<file path="src/rtl/irq_mask_pkg.sv">
// Package: shared constants and the register select type for the interrupt
// controller. Assumes the locked low lines are the two lowest indices.
package irq_mask_pkg;
    localparam int LOCKED_LINES = 2;

    typedef enum logic {
        SEL_MASK   = 1'b0,
        SEL_STATUS = 1'b1
    } reg_sel_e;
endpackage

</file>
<file path="src/rtl/irq_line_sync.sv">
// Module: two-or-more flop synchronizer, one chain per request line.
// Assumes inputs are asynchronous single-bit levels; reset clears the chain.
module irq_line_sync #(
    parameter int WIDTH  = 32,
    parameter int STAGES = 2
) (
    input  logic             clk,
    input  logic             rst_n,
    input  logic [WIDTH-1:0] async_in,
    output logic [WIDTH-1:0] sync_out
);
    localparam int LAST = STAGES - 1;

    genvar g;
    generate
        for (g = 0; g < WIDTH; g++) begin : g_line
            logic [STAGES-1:0] chain_q;
            // Shift the raw level through the synchronizer chain.
            always_ff @(posedge clk) begin
                if (!rst_n) chain_q <= '0;
                else        chain_q <= {chain_q[STAGES-2:0], async_in[g]};
            end
            assign sync_out[g] = chain_q[LAST];
        end
    endgenerate
endmodule

</file>
<file path="src/rtl/irq_pend_reg.sv">
// Module: pending status register. Edge mode latches rising edges until
// software writes 0; level mode follows the synchronized lines and drops
// writes. Assumes sync_in is already in the clk domain.
module irq_pend_reg #(
    parameter int WIDTH = 32
) (
    input  logic             clk,
    input  logic             rst_n,
    input  logic             edge_mode,
    input  logic [WIDTH-1:0] sync_in,
    input  logic             wr_en,
    input  logic [WIDTH-1:0] wr_data,
    output logic [WIDTH-1:0] pend_q
);
    logic [WIDTH-1:0] prev_q;
    logic [WIDTH-1:0] rise;
    logic [WIDTH-1:0] keep;

    assign rise = sync_in & ~prev_q;
    // A write clears bits whose data is 0; a new edge overrides the clear.
    assign keep = wr_en ? (pend_q & wr_data) : pend_q;

    // Remember last synchronized level for edge detection.
    always_ff @(posedge clk) begin
        if (!rst_n) prev_q <= '0;
        else        prev_q <= sync_in;
    end

    // Update pending bits according to the sensing mode.
    always_ff @(posedge clk) begin
        if (!rst_n)         pend_q <= '0;
        else if (edge_mode) pend_q <= keep | rise;
        else                pend_q <= sync_in;
    end


    edge_hold_chk: assert property (@(posedge clk) disable iff (!rst_n)
        ($past(rst_n) && $past(edge_mode) && !$past(wr_en))
            |-> ((pend_q & $past(pend_q)) == $past(pend_q)));


    level_follow_chk: assert property (@(posedge clk) disable iff (!rst_n)
        ($past(rst_n) && !$past(edge_mode)) |-> (pend_q == $past(sync_in)));
endmodule

</file>
<file path="src/rtl/irq_enable_reg.sv">
// Module: mask register with optional forcing of the lowest lines to enabled.
// Assumes WIDTH is at least LOCKED_LINES.
module irq_enable_reg
    import irq_mask_pkg::*;
#(
    parameter int WIDTH = 32
) (
    input  logic             clk,
    input  logic             rst_n,
    input  logic             lock_low,
    input  logic             wr_en,
    input  logic [WIDTH-1:0] wr_data,
    output logic [WIDTH-1:0] mask_eff
);
    logic [WIDTH-1:0] mask_q;

    // Store the software-written enables.
    always_ff @(posedge clk) begin
        if (!rst_n)     mask_q <= '0;
        else if (wr_en) mask_q <= wr_data;
    end

    genvar g;
    generate
        for (g = 0; g < WIDTH; g++) begin : g_bit
            if (g < LOCKED_LINES) begin : g_locked
                assign mask_eff[g] = mask_q[g] | lock_low;
            end else begin : g_free
                assign mask_eff[g] = mask_q[g];
            end
        end
    endgenerate
endmodule

</file>
<file path="src/rtl/irq_mask_ctrl.sv">
// Module: top of the maskable interrupt controller. Synchronizes request
// lines, keeps status and mask, and raises a registered core request.
// Assumes configuration inputs are static between software sequences.
module irq_mask_ctrl
    import irq_mask_pkg::*;
#(
    parameter int NUM_LINES   = 32,
    parameter int SYNC_STAGES = 2
) (
    input  logic                 clk,
    input  logic                 rst_n,
    input  logic                 cfg_edge,
    input  logic                 cfg_lock_low,
    input  logic [NUM_LINES-1:0] irq_lines,
    input  logic                 reg_we,
    input  logic                 reg_addr,
    input  logic [NUM_LINES-1:0] reg_wdata,
    output logic [NUM_LINES-1:0] reg_rdata,
    output logic                 core_irq
);
    reg_sel_e             sel;
    logic [NUM_LINES-1:0] lines_s;
    logic [NUM_LINES-1:0] pend;
    logic [NUM_LINES-1:0] mask_eff;
    logic                 wr_pend;
    logic                 wr_mask;

    assign sel     = reg_sel_e'(reg_addr);
    assign wr_pend = reg_we && (sel == SEL_STATUS);
    assign wr_mask = reg_we && (sel == SEL_MASK);

    irq_line_sync #(.WIDTH(NUM_LINES), .STAGES(SYNC_STAGES)) u_sync (
        .clk(clk), .rst_n(rst_n), .async_in(irq_lines), .sync_out(lines_s)
    );

    irq_pend_reg #(.WIDTH(NUM_LINES)) u_pend (
        .clk(clk), .rst_n(rst_n), .edge_mode(cfg_edge), .sync_in(lines_s),
        .wr_en(wr_pend), .wr_data(reg_wdata), .pend_q(pend)
    );

    irq_enable_reg #(.WIDTH(NUM_LINES)) u_mask (
        .clk(clk), .rst_n(rst_n), .lock_low(cfg_lock_low), .wr_en(wr_mask),
        .wr_data(reg_wdata), .mask_eff(mask_eff)
    );

    // Select the register shown on the read port.
    always_comb begin
        if (sel == SEL_STATUS) reg_rdata = pend;
        else                   reg_rdata = mask_eff;
    end

    // Register the combined request toward the core.
    always_ff @(posedge clk) begin
        if (!rst_n) core_irq <= 1'b0;
        else        core_irq <= |(pend & mask_eff);
    end


    irq_source_chk: assert property (@(posedge clk) disable iff (!rst_n)
        ($past(rst_n) && core_irq) |-> ($past(pend) != '0));


    lock_read_chk: assert property (@(posedge clk) disable iff (!rst_n)
        (cfg_lock_low && reg_addr == 1'b0) |-> (reg_rdata[1:0] == 2'b11));
endmodule

</file>
<file path="config.mk">
export PLATFORM = sky130hd
export DESIGN_NAME = irq_mask_ctrl
export DESIGN_NICKNAME = d
export VERILOG_FILES = /design/src/rtl/irq_mask_pkg.sv /design/src/rtl/irq_line_sync.sv /design/src/rtl/irq_pend_reg.sv /design/src/rtl/irq_enable_reg.sv /design/src/rtl/irq_mask_ctrl.sv
export SDC_FILE = /design/constraint.sdc
export NUM_CORES = 1
export LEC_CHECK = 0
export BUFFER_PORTS_ARGS = -buffer_cell sky130_fd_sc_hd__clkbuf_2
export CORE_UTILIZATION = 30
export CTS_CLUSTER_DIAMETER = 50
export DETAILED_ROUTE_END_ITERATION = 10
export PLACE_DENSITY_LB_ADDON = 0.05
export SYNTH_ARGS = -nofsm -noshare
export SYNTH_HDL_FRONTEND = slang
export SYNTH_SLANG_ARGS = --single-unit
</file>
<file path="constraint.sdc">
create_clock -name clk -period 2.7 [get_ports clk]
set_input_delay 0.54 -clock clk [delete_from_list [all_inputs] [get_ports clk]]
set_output_delay 0.54 -clock clk [all_outputs]
set_load 0.1 [all_outputs]
</file>
# == Yosys cells after proc, flatten, opt, wreduce, memory -nomap -nowiden ==
# Index checks and enable logic that the tools add are counted.
# totals
wordCells,50
regBits,161
out_inout_bits,33
in_bits,70
# op_classes
reduce_logical,3
muxes,3
bitwise,8
# op_table
cell,count
$and 32x32->32,3
$mux 32,3
$not 32->32,1
$or 32x32->32,1
$reduce_or 32->1,1
$logic_and 1x1->1,2
$or 1x1->1,2
$not 1->1,1

# == Depth between registers and ports, before layout ==
# Gate-level depths: netlist of the first run.
# depth
depth_word,4
mapped_depth,6
mapped_depth_nobuf,4

# == Cells and area by module ==
# From an unflattened synthesis of the first run, not the netlist that was laid out.
# hier_totals
hier_cells,602
hier_area_um2,6466.2
# modules_own_cells
module,area_each_um2,instances,seq_area_each_um2,cells_per_inst
irq_pend_reg,2378.5,1,1281.2,241
irq_line_sync,2031.9,1,1281.2,166
irq_enable_reg,1481.4,1,640.6,135
irq_mask_ctrl,574.3,1,20.0,60

# == Worst setup path before layout of the first run ==
# No wires, ideal clock.
# synth_timing
path_kind,input to output
from,input reg_addr
to,output reg_rdata[0]
path_stages,4
t_arrival_ps,2405
slack_ps,-245
cell_sequence,buf_4 > buf_2 > nor3_1 > a21oi_1
# synth_via
elab_chain_cells,1
# synth_rtl
element,line_no,source
from (decl),irq_mask_ctrl.sv:16,"input logic reg_addr,"
$mux 32,irq_mask_ctrl.sv:48,if (sel == SEL_STATUS) reg_rdata = pend;
to (decl),irq_mask_ctrl.sv:18,"output logic [NUM_LINES-1:0] reg_rdata,"
# No other way between the ends.

# == Final worst setup path of the first run ==
# layout_timing
from,input reg_addr
to,output reg_rdata[6]
# The elaborated chain is that of the path after synthesis.

==> metrics.yaml, run 1 <==
floorplanning:
  die_w_um: 139.4
  core_area_um2: 18210
  rows: 49
  die_y_um: 139.4
  dieArea_um2: 19430
  ios: 103
  start_util: 0.3109
synth:
  ys_seq_elements: 161
  synth_cell_type_count: 26
  yosysWarnings: 0
  yosysTopAreaCell: "dfxtp_1"
  syn-num-nets: 648
  syn-cell-area_um2: 5662
  seq_area_frac_synth: 0.5693
  synth_top_cell_area_share: 0.5693
  syn_inst: 578
  synthTopCellsByArea: "dfxtp_1 57%, and2_1 11%, nand2_1 11%"
  syn_avg_cell_area_um2: 9.795
clocking:
  cts_tree: "yes"
  clkSinkCount: 161
  cts_buffers: 17
  clk_pin_slew_ns: 0.06
  clk-insertion-delay-late_ns: 0.41
  cts-htree-levels: 4
  postCtsSetupRepairBufs: 0
  clock_path_buffers: 2
  post_cts_resized: 0
  cts-root-buf: "clkbuf_16"
  cts.hold.buffers_added: 0
pwr:
  p_leak_nw: 3.161
  power.density_nw_per_um2: 754.9
  ir_drop_uv: 438.7
  total_power_w: 0.005662
sta:
  period_minus_slack_ns: 2.274
  maxSlewViolCount: 0
  clock_skew_ns: 0.007091
  setup-violations-final: 0
  hold_ws_ns: 0.3215
  min_period_over_period: 0.8421
  worst_slew_pin_slew_ns: 0.5423
  tns_ns: 0
  hold_violations: 0
  grt_setup_unrepaired: "false"
  max_slew_margin: 0.6400
  fmax_mhz: 439.8
critical_path:
  crit_path_max_fanout: 22
  path_class: "in2out"
  start_kind: "input port"
  crit_path_end_kind: "primary output"
  worst_ep_arrival_time_ns: 1.73
  cp.required_ns: 2.16
layout:
  finish.instance_area_um2: 7500
  antenna_cells: 0
  final_nets: 743
  n_fill_cell: 1784
  multi_input_comb_area_um2: 2256
  layout-drive-gt1-share: 0.2613
  regArea_um2: 3223
  stdcell_count: 914
  areaGrowthSynthToFinish_pct: 32.46
place:
  dp_hpwl_um: 9814
  gp_congestion: 0.8215
  dpl_cell_area_um2: 6867
  port_buffers: 102
  place_inst: 883
global_route:
  grt_usage: 0.1511
  grt-ovfl-total: 0
  grt_pass1_vias: 4017
  grt_pass1_wl_um: 22180
  grt_max_degree: 74
  antenna_found_initial: 0
drt:
  drt_iter0_markers: 169
  vias: 4011
  antenna_left: 0
  drc_errors: 0
  drtPass1Iterations: 4
  drt-total-wl_um: 13910
  vias_per_cell: 4.388
  post_drt_wl_per_cell_um: 15.22
status:
  status: "finished clean"
job:
  maxCapViolCount: 0
hold_path:
  worst_hold_path_type: "in2reg"
[logic make-up (layout without fill, tap and decap cells)]
group / after synthesis / after routing / synth area share
flops: 161 / 161 / 0.5693
buf+inv: 38 / 145 / 0.03271
mux: 30 / 30 / 0.05967
compound gates: 84 / 84 / 0.1169
simple gates: 265 / 265 / 0.2214
[through the flow]
stage / setup WS (ns) / utilization
floorplan: -0.2450 / -
global placement: 0.4445 / 0.3771
detailed placement: 0.4237 / 0.3771
CTS: 0.4143 / 0.4119
global route: 0.3827 / 0.4119
finish: 0.4264 / 0.4119
[power breakdown]
part / internal [W] / total, W / leakage, nW / switching [W]
clock network: 0.00160 / 0.00254 / 0.306 / 0.000941
registers: 0.00248 / 0.00253 / 1.32 / 0.0000516
logic: 0.000227 / 0.000597 / 1.53 / 0.000370
[layout make-up]
class / instances / area share
Sequential cell: 161 / 0.4298
Multi-Input combinational cell: 379 / 0.3008
Timing Repair Buffer: 112 / 0.1458
Clock buffer: 19 / 0.06039
Tap cell: 229 / 0.03820
Clock inverter: 12 / 0.02402
Inverter: 2 / 0.001001
[path summary, 6_finish.rpt]
kind	start	end	slack, ns	cells past startpoint
worst max-delay path	reg_addr	reg_rdata[6]	0.43	4
worst max register to register	u_mask.mask_q[6]	core_irq	1.33	4
worst min register to register	u_sync.g_line[21].chain_q[0]	u_sync.g_line[21].chain_q[1]	0.43	1
worst min-delay path	irq_lines[17]	u_sync.g_line[17].chain_q[0]	0.32	2
[layout by cell type, fill, tap and decap left out]
| cell | count |
|---|---|
| bufinv_16 | 4 |
| a221oi_1 | 2 |
| clkinv_2 | 2 |
| a21boi_1 | 6 |
| buf_12 | 34 |
| o21ai_0 | 2 |
| o211ai_1 | 32 |
| buf_4 | 9 |
| nand3_1 | 1 |
| nand2_1 | 161 |
| nor3_1 | 2 |
| a221oi_2 | 4 |
| clkinv_4 | 2 |
| a21boi_0 | 26 |
| nand2b_2 | 1 |
| clkbuf_16 | 17 |
| mux2_2 | 30 |
| nor2b_2 | 1 |
| o31a_1 | 1 |
| clkbuf_8 | 2 |
| dfxtp_1 | 161 |
| clkbuf_2 | 69 |
| clkinvlp_4 | 2 |
| a21oi_1 | 2 |
| inv_1 | 2 |
| inv_6 | 2 |
| and2_1 | 97 |
| nand4_1 | 2 |
| a22o_1 | 6 |
| a22oi_1 | 3 |
[flip-flops by register name (all words and copies together), names as in the netlist]
register / cells
core_irq: 1
u_mask.mask_q: 32
u_pend.pend_q: 32
u_pend.prev_q: 32
u_sync.g_line.chain_q: 64
[per-layer routing]
metal / GRT usage / vias to the layer above / part of all wire / wire length, µm
met2: 0.2341 / 75 / 0.45 / 6324
met5: 0 / - / 0 / 0
met4: 0.05263 / 0 / 0.012 / 163
li1: - / 2095 / - / -
met1: 0.1993 / 1830 / 0.49 / 6831
met3: 0.04474 / 11 / 0.042 / 589
[worst max-delay path, stage by stage]
cell	delay, ns
clkbuf_2	0.39
buf_12	0.24
mux2_2	0.38
buf_12	0.17
[cell usage after synthesis]
library cell  number
nor2b_1            1
a22oi_1            3
a21boi_0          26
nand4_1            2
mux2_2            30
clkbuf_1          18
buf_1              1
a221oi_2           4
a21boi_1           6
nand2_1          161
inv_1              2
and2_1            97
buf_2             12
buf_4              1
a21oi_1            2
clkbuf_2           1
nor3_1             2
o31a_1             1
o211ai_1          32
nand2b_2           1
buf_6              3
a221oi_1           2
dfxtp_1          161
o21ai_0            2
nand3_1            1
a22o_1             6
Note: power is estimated with default switching activity, not from simulation.
==> inputs of run 2 (changes only) <==
--- a/config.mk
+++ b/config.mk
@@ -5,6 +5,7 @@
 export SDC_FILE = /design/constraint.sdc
 export NUM_CORES = 1
 export LEC_CHECK = 0
+export ABC_AREA = 1
 export BUFFER_PORTS_ARGS = -buffer_cell sky130_fd_sc_hd__clkbuf_2
 export CORE_UTILIZATION = 30
 export CTS_CLUSTER_DIAMETER = 50
==> constraint.sdc (replaced) <==
create_clock -name clk -period 2.1 [get_ports clk]
set_input_delay 0.42 -clock clk [delete_from_list [all_inputs] [get_ports clk]]
set_output_delay 0.42 -clock clk [all_outputs]
set_load 0.1 [all_outputs]
==> run 2 against run 1 <==
Effect of this change: sequential power increased by 29%; critical path type unchanged; design area increased by 1.4%; combinational power increased by 52%; final cell count increased by 24%; register-to-register slack got worse by 0.33 ns; clock power increased by 21%; routed wire length increased by 3.7%; total power increased by 28%.
==> metrics.yaml, run 2 <==
status:
  status: "finished clean"
drt:
  met1_length_um: 7319
  antenna_left: 0
  post_drt_wl_per_cell_um: 12.72
  met2_length_um: 6328
  route.met3.wl_um: 622
  highest_layer: "met4"
  drt_iter0_markers: 207
  drc_errors: 0
  drtPass1Iterations: 4
  vias: 4617
  vias_per_cell: 4.071
  drt-total-wl_um: 14420
pwr:
  p_leak_nw: 3.851
  ir_drop_uv: 519.8
  power.density_nw_per_um2: 953.8
layout:
  antenna_cells: 0
  areaGrowthSynthToFinish_pct: 30.03
  largest_register_ffs: 64
  finish.instance_area_um2: 7606
  final_nets: 931
  final_cell_mix: "290 x nand2_1, 161 x dfxtp_1, 100 x inv_1"
  final_common_cell: "nand2_1"
  largest-register: "u_sync.g_line.chain_q"
  layout-drive-gt1-share: 0.1670
sta:
  fmax_mhz: 576.5
  timing.final.ws_setup_ns: 0.3655
  worst_slew_pin_slew_ns: 0.5421
  hold_violations: 0
  grt_setup_unrepaired: "false"
  period_minus_slack_ns: 1.735
  clock_skew_ns: 0.007014
  min_period_over_period: 0.8260
  setup-violations-final: 0
  tns_ns: 0
  maxSlewViolCount: 0
  hold_ws_ns: 0.1749
  max_slew_margin: 0.6401
critical_path:
  crit_slowest_cell: "inv_4"
  crit_path_end_kind: "primary output"
  crit_buf_inv: 3
  worst_ep_arrival_time_ns: 1.31
  path_class: "in2out"
  worst_path_dominant_cell_family: "buffers and inverters"
  path_cells: "clkbuf_2 -> inv_4 -> o21ai_0 -> nand2_1 -> buf_12"
  crit_path_max_fanout: 33
  cp.required_ns: 1.68
  max_stage_delay_ns: 0.30
  start_kind: "input port"
clocking:
  clk_pin_slew_ns: 0.07
  cts.hold.buffers_added: 0
  post_cts_resized: 0
  cts_buffers: 17
  clk-insertion-delay-late_ns: 0.42
  postCtsSetupRepairBufs: 0
  cts-htree-levels: 4
  clock_path_buffers: 2
  cts_tree: "yes"
  clkSinkCount: 161
  cts-root-buf: "clkbuf_16"
synth:
  syn-cell-area_um2: 5849
  syn-num-nets: 842
  synth_top_cell_area_share: 0.5510
  synth_cell_type_count: 16
  ys_seq_elements: 161
  yosysWarnings: 0
  syn_inst: 772
  ys_top_cells_by_count: "290 x nand2_1, 161 x dfxtp_1, 100 x inv_1, 70 x nor2_1, 36 x o21ai_1"
  synth_compound_area_frac: 0.09925
  syn_avg_cell_area_um2: 7.577
  synthArstFlopShare: 0
  synthSimpleGateAreaFrac: 0.2413
  muxShareOfSynthArea: 0
  synth_xor_area_frac: 0
  yosysMostFrequentCell: "nand2_1"
  synth_top_flop_cell: "dfxtp_1"
  seq_area_frac_synth: 0.5510
  synth-edff-count: 0
  synthTopCellsByArea: "dfxtp_1 55%, nand2_1 19%, inv_1 6.4%"
  synthAdderAreaFrac: 0
  yosysTopAreaCell: "dfxtp_1"
  synth_top_family_by_area: "simple AND/OR/NAND/NOR gates"
place:
  gp_congestion: 0.7305
  dpl_cell_area_um2: 7007
  dp_hpwl_um: 9574
  port_buffers: 102
  place_ws_ns: 0.2056
global_route:
  grt_pass1_vias: 4433
  grt_usage: 0.1542
  grt_pass1_wl_um: 23510
  antenna_found_initial: 0
  grt_max_degree: 65
  grt-ovfl-total: 0
floorplanning:
  core_area_um2: 18890
  start_util: 0.3096
  die_w_um: 141.6
  ios: 103
  dieArea_um2: 20060
  rows: 50
  die_y_um: 141.6
job:
  maxCapViolCount: 0
hold_path:
  worst_hold_path_type: "in2reg"
run 2: cell types whose count changed after synthesis, sizes merged, moves of 32 or more:
cell	change
and2	-97
nand2	+131
inv	+100
a21boi	-32
o21ai	+66
nor2	+70
run 2: report_power, final:
part           internal (W)  total, W  leakage, nW  switching [W]
sequential          0.00319   0.00326         1.32      0.0000673
clock               0.00173   0.00308        0.293        0.00136
combinational      0.000297  0.000908         2.23       0.000612
run 2: cell type report:
class	instances	area, µm²
Fill cell	1966	11290
Sequential cell	161	3223
Multi-Input combinational cell	469	1992
Timing Repair Buffer	110	1079
Clock buffer	18	439.2
Inverter	102	387.9
Tap cell	260	325.3
Clock inverter	14	160.2
run 2: worst min-delay path, cell delays in order:
cell      delay [ns]
clkbuf_2        0.07
nand2_1         0.04
inv_1           0.04
run 2: final timing paths:
check	from	slack (ns)	cells past startpoint	end
max	reg_addr	0.37	5	reg_rdata[1]
min	irq_lines[28]	0.17	3	u_sync.g_line[28].chain_q[0]
max reg2reg	u_pend.pend_q[8]	1.00	6	core_irq
min reg2reg	u_sync.g_line[20].chain_q[0]	0.41	2	u_sync.g_line[20].chain_q[1]
run 2: kinds of logic (layout without fill, tap and decap cells):
group | count (synthesis) | after routing
compound gates | 100 | 100
buf+inv | 142 | 244
flops | 161 | 161
simple gates | 369 | 369
run 2: layer usage:
| layer | up-vias | GRT usage |
|---|---|---|
| met1 | 1988 | 0.2101 |
| met2 | 91 | 0.2310 |
| met5 | - | 0 |
| met4 | 0 | 0.05603 |
| met3 | 11 | 0.04421 |
| li1 | 2527 | - |
run 2: metrics by stage:
stage	total power, W	utilization	instances
after CTS	0.007373	0.4026	1134
after detailed placement	0.004252	0.3709	1102
after global placement	0.004242	0.3709	1102
after global routing	0.007587	0.4026	1134
after floorplan	0.003902	-	772
final	0.007254	0.4026	1134
==> inputs of run 3 (changes only) <==
==> constraint.sdc (replaced) <==
create_clock -name clk -period 1.7 [get_ports clk]
set_input_delay 0.34 -clock clk [delete_from_list [all_inputs] [get_ports clk]]
set_output_delay 0.34 -clock clk [all_outputs]
set_load 0.1 [all_outputs]
==> run 3 against run 2 <==
Effect of this change: count of clock-buffer cells in the layout up 4; flip-flop and latch count did not move; worst hold slack got worse by 0.071 ns; core utilization up 0.44 points; largest cell class unchanged.
==> metrics.yaml, run 3 (synthesis results as in run 2) <==
sta:
  grt_setup_unrepaired: "false"
  maxSlewViolCount: 0
  min_period_over_period: 0.9592
  worst_slew_pin_slew_ns: 0.5402
  fmax_mhz: 613.3
  hold_violations: 0
  setup-violations-final: 0
  tns_ns: 0
  period_minus_slack_ns: 1.631
  max_slew_margin: 0.6414
  clock_skew_ns: 0.004829
global_route:
  grt_pass1_vias: 4523
  grt_max_degree: 65
  grt_usage: 0.1481
  antenna_found_initial: 1
  grt-ovfl-total: 0
  grt_pass1_wl_um: 22910
critical_path:
  path_cells: "o21ai_0 -> nand2_1 -> buf_12"
  start_kind: "flip-flop"
  timing.rr.end: "core_irq"
  crit_slowest_cell: "dfxtp_1"
  startpoint: "u_mask.mask_q[1]"
  reg2regPathDepth: 6
  crit_path_max_fanout: 3
  rr_startpoint: "u_pend.pend_q[8]"
  path_class: "reg2out"
  max_stage_delay_ns: 0.32
  crit_path_end_kind: "primary output"
  cp.required_ns: 1.36
  worst_ep_arrival_time_ns: 1.29
  reg2reg_slack_ns: 0.64
floorplanning:
  core_area_um2: 18890
  ios: 103
  die_y_um: 141.6
  dieArea_um2: 20060
  start_util: 0.3096
  die_w_um: 141.6
  rows: 50
clocking:
  post_cts_resized: 0
  clock_path_buffers: 2
  cts-htree-levels: 4
  cts-root-buf: "clkbuf_16"
  clk-insertion-delay-late_ns: 0.41
  postCtsSetupRepairBufs: 0
  clkSinkCount: 161
  cts_buffers: 17
  cts_tree: "yes"
  cts.hold.buffers_added: 0
  clk_pin_slew_ns: 0.06
drt:
  antenna_left: 0
  vias_per_cell: 4.064
  post_drt_wl_per_cell_um: 12.25
  drtPass1Iterations: 4
  vias: 4613
  drc_errors: 0
  drt_iter0_markers: 196
  drt-total-wl_um: 13910
layout:
  n_fill_cell: 2006
  layout-drive-gt1-share: 0.1979
  final_nets: 932
  largest-register: "u_sync.g_line.chain_q"
  largest_register_ffs: 64
  stdcell_count: 1135
  areaGrowthSynthToFinish_pct: 31.47
  finish.instance_area_um2: 7690
  final_cell_mix: "260 x nand2_1, 161 x dfxtp_1, 100 x inv_1"
  final_common_cell: "nand2_1"
hold_path:
  min_to: "u_sync.g_line[5].chain_q[0]"
  worst_hold_path_type: "in2reg"
  hold_depth: 3
  hold_start: "irq_lines[5]"
place:
  dp_hpwl_um: 9453
  place_inst: 1103
  dpl_cell_area_um2: 7114
  gp_congestion: 0.8043
  port_buffers: 102
pwr:
  p_leak_nw: 3.827
  ir_drop_uv: 696.0
  power.density_nw_per_um2: 1148
job:
  maxCapViolCount: 0
status:
  status: "finished clean"
run 3: cell types whose count changed in the layout (fill, tap and decap cells not counted), moves of 2 or more:
cell	delta
buf_12	+2
nand2_1	-30
clkinv_2	+2
nand2_2	+30
clkinvlp_4	+3
inv_8	-4
clkbuf_1	+3
inv_6	-5
run 3: final cells by class:
class / count / area [µm²] / area share
flip-flops and latches: 161 / 3223 / 0.4191
inverters: 102 / 387.9 / 0.05044
multi-input cells: 469 / 2067 / 0.2688
clock inverters: 9 / 108.9 / 0.01416
repair buffers: 111 / 1111 / 0.1445
diodes: 1 / 2.502 / 0.0003254
well taps: 260 / 325.3 / 0.04230
clock buffers: 22 / 464.2 / 0.06036
run 3: worst max-delay path by stage:
| stage | end | slack, ns | cells past startpoint |
|---|---|---|---|
| after floorplan | reg_rdata[0] | 0.08 | 4 |
| after detailed placement | u_mask.mask_q[10] | 0.18 | 6 |
| after CTS | reg_rdata[1] | 0.06 | 3 |
| after global placement | reg_rdata[1] | 0.19 | 5 |
| final | reg_rdata[1] | 0.07 | 3 |
| after global routing | reg_rdata[0] | 0.005 | 3 |
run 3: metrics by stage:
stage | utilization | power (W) | setup slack [ns] | hold slack, ns
2_1_floorplan | - | 0.004836 | 0.08428 | 0.3905
3_3_place_gp | 0.3766 | 0.005257 | 0.1891 | 0.3937
3_5_place_dp | 0.3766 | 0.005267 | 0.1813 | 0.3983
4_1_cts | 0.4069 | 0.008957 | 0.06411 | 0.08333
5_1_grt | 0.4070 | 0.009221 | 0.004870 | 0.09313
6_report | 0.4070 | 0.008825 | 0.06944 | 0.1038
run 3: metal layers:
metal  vias up  track usage  routed length, µm
met4         0      0.06904                253
li1       2526            -                  -
met1      1965       0.1911               6906
met3        18      0.03577                586
met2       104       0.2331               6161
met5         -            0                  0
run 3: power by group:
| group | leakage (nW) | switching (W) | internal [W] |
|---|---|---|---|
| clock network | 0.268 | 0.00143 | 0.00223 |
| logic | 2.24 | 0.000754 | 0.000382 |
| registers | 1.32 | 0.0000859 | 0.00395 |
| total | 3.83 | 0.00227 | 0.00656 |
run 3: worst max-delay path: cells and delay by family (launching register included):
family	cells	cell delay (ns)
AOI/OAI and AO/OA	1	0.19
buffers and inverters	1	0.21
DFF	1	0.32
and+or+nand+nor	1	0.16
